## src/rtl/lfsr_chk_seq.sv

```systemverilog
// Local sequence generator: Fibonacci LFSR whose inverted state is the
// expected character. Rewind loads all ones; sync loads the successor of
// all ones (the position after the start code).
module lfsr_chk_seq #(
  parameter int W   = 9,
  parameter int TAP = 5
) (
  input  logic         clk,
  input  logic         rst_n,
  input  logic         rewind,
  input  logic         sync,
  input  logic         advance,
  output logic [W-1:0] state_o,
  output logic [W-1:0] next_o
);

  localparam logic [W-1:0] ALL_ONES = '1;

  logic [W-1:0] st_q;
  logic [W-1:0] after_ones;

  function automatic logic [W-1:0] step(input logic [W-1:0] s);
    return {s[W-2:0], s[W-1] ^ s[TAP-1]};
  endfunction

  assign next_o     = step(st_q);
  assign after_ones = step(ALL_ONES);
  assign state_o    = st_q;

  always_ff @(posedge clk or negedge rst_n) begin
    if (!rst_n)       st_q <= ALL_ONES;
    else if (rewind)  st_q <= ALL_ONES;
    else if (sync)    st_q <= after_ones;
    else if (advance) st_q <= next_o;
  end

endmodule

```

## config.mk

```make
export PLATFORM = sky130hd
export DESIGN_NAME = lfsr_chk_seq
export DESIGN_NICKNAME = d
export VERILOG_FILES = /design/src/rtl/lfsr_chk_seq.sv
export SDC_FILE = /design/constraint.sdc
export NUM_CORES = 1
export LEC_CHECK = 0
export BUFFER_PORTS_ARGS = -buffer_cell sky130_fd_sc_hd__buf_2
export CORE_AREA = 8 8 45 47
export DETAILED_ROUTE_END_ITERATION = 7
export DIE_AREA = 0 0 53 55
export SETUP_SLACK_MARGIN = 0.02
export SLEW_MARGIN = 30
export SYNTH_ARGS = -nofsm -noshare
export SYNTH_HDL_FRONTEND = slang
export SYNTH_SLANG_ARGS = --single-unit
```

## constraint.sdc

```tcl
create_clock -name clk -period 1.4 [get_ports clk]
set_input_delay 0 -clock clk [delete_from_list [all_inputs] [get_ports clk]]
set_output_delay 0 -clock clk [all_outputs]
set_load 0.02 [all_outputs]
```

Yosys cells after proc, flatten, opt, wreduce, memory -nomap -nowiden
Cells that the tools add are included.
{"block": "word_totals", "reg_bits": 9, "input_bits": 5, "out_inout_bits": 18, "wordCells": 6}
{"block": "classes", "n_mux": 3, "n_bitwise": 1, "n_reduce_logical": 1}
{"op": "$mux W9", "n": 3}
{"op": "$reduce_bool A3 Y1", "n": 1}
{"op": "$xor A1 B1 Y1", "n": 1}

Longest topological paths before layout
{"block": "logic_depth", "depth_word": 4, "mapped_depth": 3}

Worst setup path before layout
OpenSTA, ideal clock, no wires.
{"block": "synth_path", "kind": "flip-flop to flip-flop", "from": "register st_q[4] (netlist: state_o[4])", "to": "register st_q[0] (netlist: state_o[0])", "setup_ps": 63, "t_arrival_ps": 1249, "setup_slack_ps": 88, "path_stages_with_launch": 3, "n_path_buf": 0, "synth_period_minus_slack_ps": 1312, "cell_sequence": "dfstp_2 xor2_1 a311o_1"}
{"block": "synth_via", "elab_chain_cells": 4}
{"item": "start: declaration", "line": "19", "rtl": "logic [W-1:0] st_q;"}
{"item": "start signal: assignment", "line": "33", "rtl": "else if (sync) st_q <= after_ones;"}
{"item": "start signal: assignment", "line": "34", "rtl": "else if (advance) st_q <= next_o;"}
{"item": "$xor A1 B1 Y1", "line": "23", "rtl": "return {s[W-2:0], s[W-1] ^ s[TAP-1]};"}
{"item": "via next_o[0]", "line": "14", "rtl": "output logic [W-1:0] next_o"}
{"item": "$mux W9", "line": "34"}
{"item": "$mux W9", "line": "33"}
{"item": "$mux W9", "line": "32", "rtl": "else if (rewind) st_q <= ALL_ONES;"}
The timed path passes the listed nets, and every way through them passes these cells. The select of a mux whose other input is x is not followed.
A chain may end at the register's enable or synchronous reset.

Final worst setup path
{"block": "layout_path", "from": "register st_q[4] (netlist: state_o[4])", "to": "output next_o[0]"}
{"block": "layout_via", "elab_chain_cells": 1}
{"item": "$xor A1 B1 Y1", "line": "23"}
{"item": "end: declaration", "line": "14"}
Every way passes these cells.

==> metrics.csv <==
metric;value;unit
cp_slowest_stage_delay;0.57;ns
r2r-start;state_o[4];
cts-root-buf;clkbuf_4;
crit_type;reg2out;
postCtsHoldBufs;2;
cts_buffers;3;
grt.overflow.total;0;
chipHeight;55;microns
die_w;53;microns
status;completed;
grt_setup_unrepaired;false;
crit_slowest_cell;dfstp_2;
reg2reg_setup_slack;0.32;ns
dr.pass1.iters;2;
hold_viol;0;
path_cells;xor2_1 > buf_2;
yosysTopAreaCellShare;52.35;%
cts_tree;yes;
period_needed;1.227;ns
netlist_area;451.7;sq um
dieArea;0.002915;sq mm
p_per_area;931.9;mW/mm^2
hold_path.class;in2reg;
fin_crit_sh;87.63;%
grt_first_pass_wirelength;1435;microns
antennaDiodeCount;0;
ys_warn_count;0;
slew_headroom;64.74;%
hold-path-cell-count;3;
end_kind;primary output;
drc;0;
synth_area_leaders;dfstp_2 (52%), mux2i_1 (18%), buf_4 (13%);
portBuffers;22;
vias;332;
synth_seq_cells;9;
worstHoldStart;sync;
max_freq;815.1;MHz
totalPowerFinal;518.9;uW
cts_resized;0;
timing.hold.ws;0.07019;ns
hold_path_end;state_o[0];
skew;0.002213;ns
slew_violations;0;
max_cap_viol_count;0;
drt_first_iter_violations;3;
cts.sinks;9;
syn_inst;39;
syn_nets;44;
setup_viol;0;
reg2reg_to;state_o[0];
crit_required;1.40;ns
tns;0;ns
cts_buffer_depth;2;
area_growth_syn_to_layout;23.27;%
core-area;0.001384;sq mm
crit_arrival;1.23;ns
grt.total_usage;6.674;%
largest_reg_flops;9;
syn_area_per_cell;11.58;sq um
yosys.cell_types.count;10;
via_per_inst;4.486;
grt_pass1_vias;309;
postCtsSetupRepairBufs;0;
worst_pin_slew;0.5269;ns
ys_seq_area_share;52.35;%
cts.clk_slew.worst_paths;0.06;ns
antenna_found_initial;0;
peakVddDrop;0.2588;mV
final_nets;64;
power.leakage;0.0002462;uW
pin_count;23;
drive_gt1_share;58.62;%
h-tree-depth;1;
r2r_cells;2;
detail_route.wl_per_cell;12.38;microns
clock_latency;0.26;ns
yosysTopAreaCell;dfstp_2;
wl;916;microns
globalplace.congestion;0.7842;
worstSetupStartpointType;register;
initial_core_util;32.64;%
rows;14;
worstPathMaxFanout;5;
grt_max_degree;11;
drtAntennaViolNets;0;
report_power, final:
group	internal (uW)	total [uW]	switching [uW]
Combinational	20.4	49.1	28.8
Sequential	267	269	2.58
Clock	110	200	90.4
Total	397	519	122
area by class of cell:
class                      count  area, sq um
inverter                       1        3.754
multi-input combinational     20        140.1
fill                         137        827.0
clock buffer                   4        26.28
sequential                     9        236.5
timing repair buffer          24        130.1
tap                           16        20.02
worst max-delay path by stage:
| stage | slack, ns | end | from | cells past startpoint |
|---|---|---|---|---|
| floorplan | 0.09 | state_o[0] | state_o[4] | 2 |
| global placement | 0.36 | state_o[0] | state_o[4] | 2 |
| detailed placement | 0.33 | state_o[0] | state_o[4] | 2 |
| CTS | 0.17 | next_o[0] | state_o[4] | 2 |
| global route | 0.09 | next_o[0] | state_o[4] | 2 |
| finish | 0.17 | next_o[0] | state_o[4] | 2 |
through the flow:
step / cells / utilization (%) / worst slack, ns / area [sq um]
after global placement: 68 / 36.89 / 0.3609 / 510.5
after CTS: 74 / 40.24 / 0.1717 / 556.8
after floorplan: 39 / - / 0.08786 / 451.7
final: 74 / 40.24 / 0.1731 / 556.8
after detailed placement: 68 / 36.89 / 0.3291 / 510.5
after global routing: 74 / 40.24 / 0.09480 / 556.8
cells in the mapped netlist:
| library cell | n |
|---|---|
| a311o_1 | 1 |
| buf_4 | 8 |
| buf_6 | 1 |
| dfstp_2 | 9 |
| inv_1 | 1 |
| mux2i_1 | 8 |
| nand2_1 | 8 |
| nor2_1 | 1 |
| nor3b_1 | 1 |
| xor2_1 | 1 |
worst max-delay path, delay by kind of cell (launching register included):
kind | cells | cell delay (ns)
XOR/XNOR | 1 | 0.20
buffers and inverters | 1 | 0.20
flip-flops | 1 | 0.57
layer usage:
| metal | vias up | track usage (%) | routed length [microns] |
|---|---|---|---|
| li1 | 160 | - | - |
| met1 | 153 | 6.864 | 354 |
| met2 | 15 | 10.16 | 403 |
| met3 | 4 | 2.674 | 128 |
| met4 | 0 | 6.466 | 30 |
| met5 | - | 0 | 0 |
kinds of logic (layout without fill, tap and decap cells):
logic type | count (synthesis) | count (layout) | share of synthesized area, %
xor+xnor | 1 | 1 | 1.939
buf+inv | 10 | 29 | 16.62
compound gates | 1 | 1 | 2.216
simple gates | 10 | 10 | 9.141
flops | 9 | 9 | 52.36
mux | 8 | 8 | 17.73
placed cells by master (no fill, tap or decap), drive strengths merged:
| cell | synthesis | layout |
|---|---|---|
| dfstp | 9 | 9 |
| a311o | 1 | 1 |
| clkbuf | 0 | 4 |
| dlygate4sd3 | 0 | 2 |
| nor2 | 1 | 1 |
| buf | 9 | 22 |
| inv | 1 | 1 |
| nand2 | 8 | 8 |
| xor2 | 1 | 1 |
| mux2i | 8 | 8 |
| nor3b | 1 | 1 |
No activity file was read; power rests on OpenSTA's default activity.
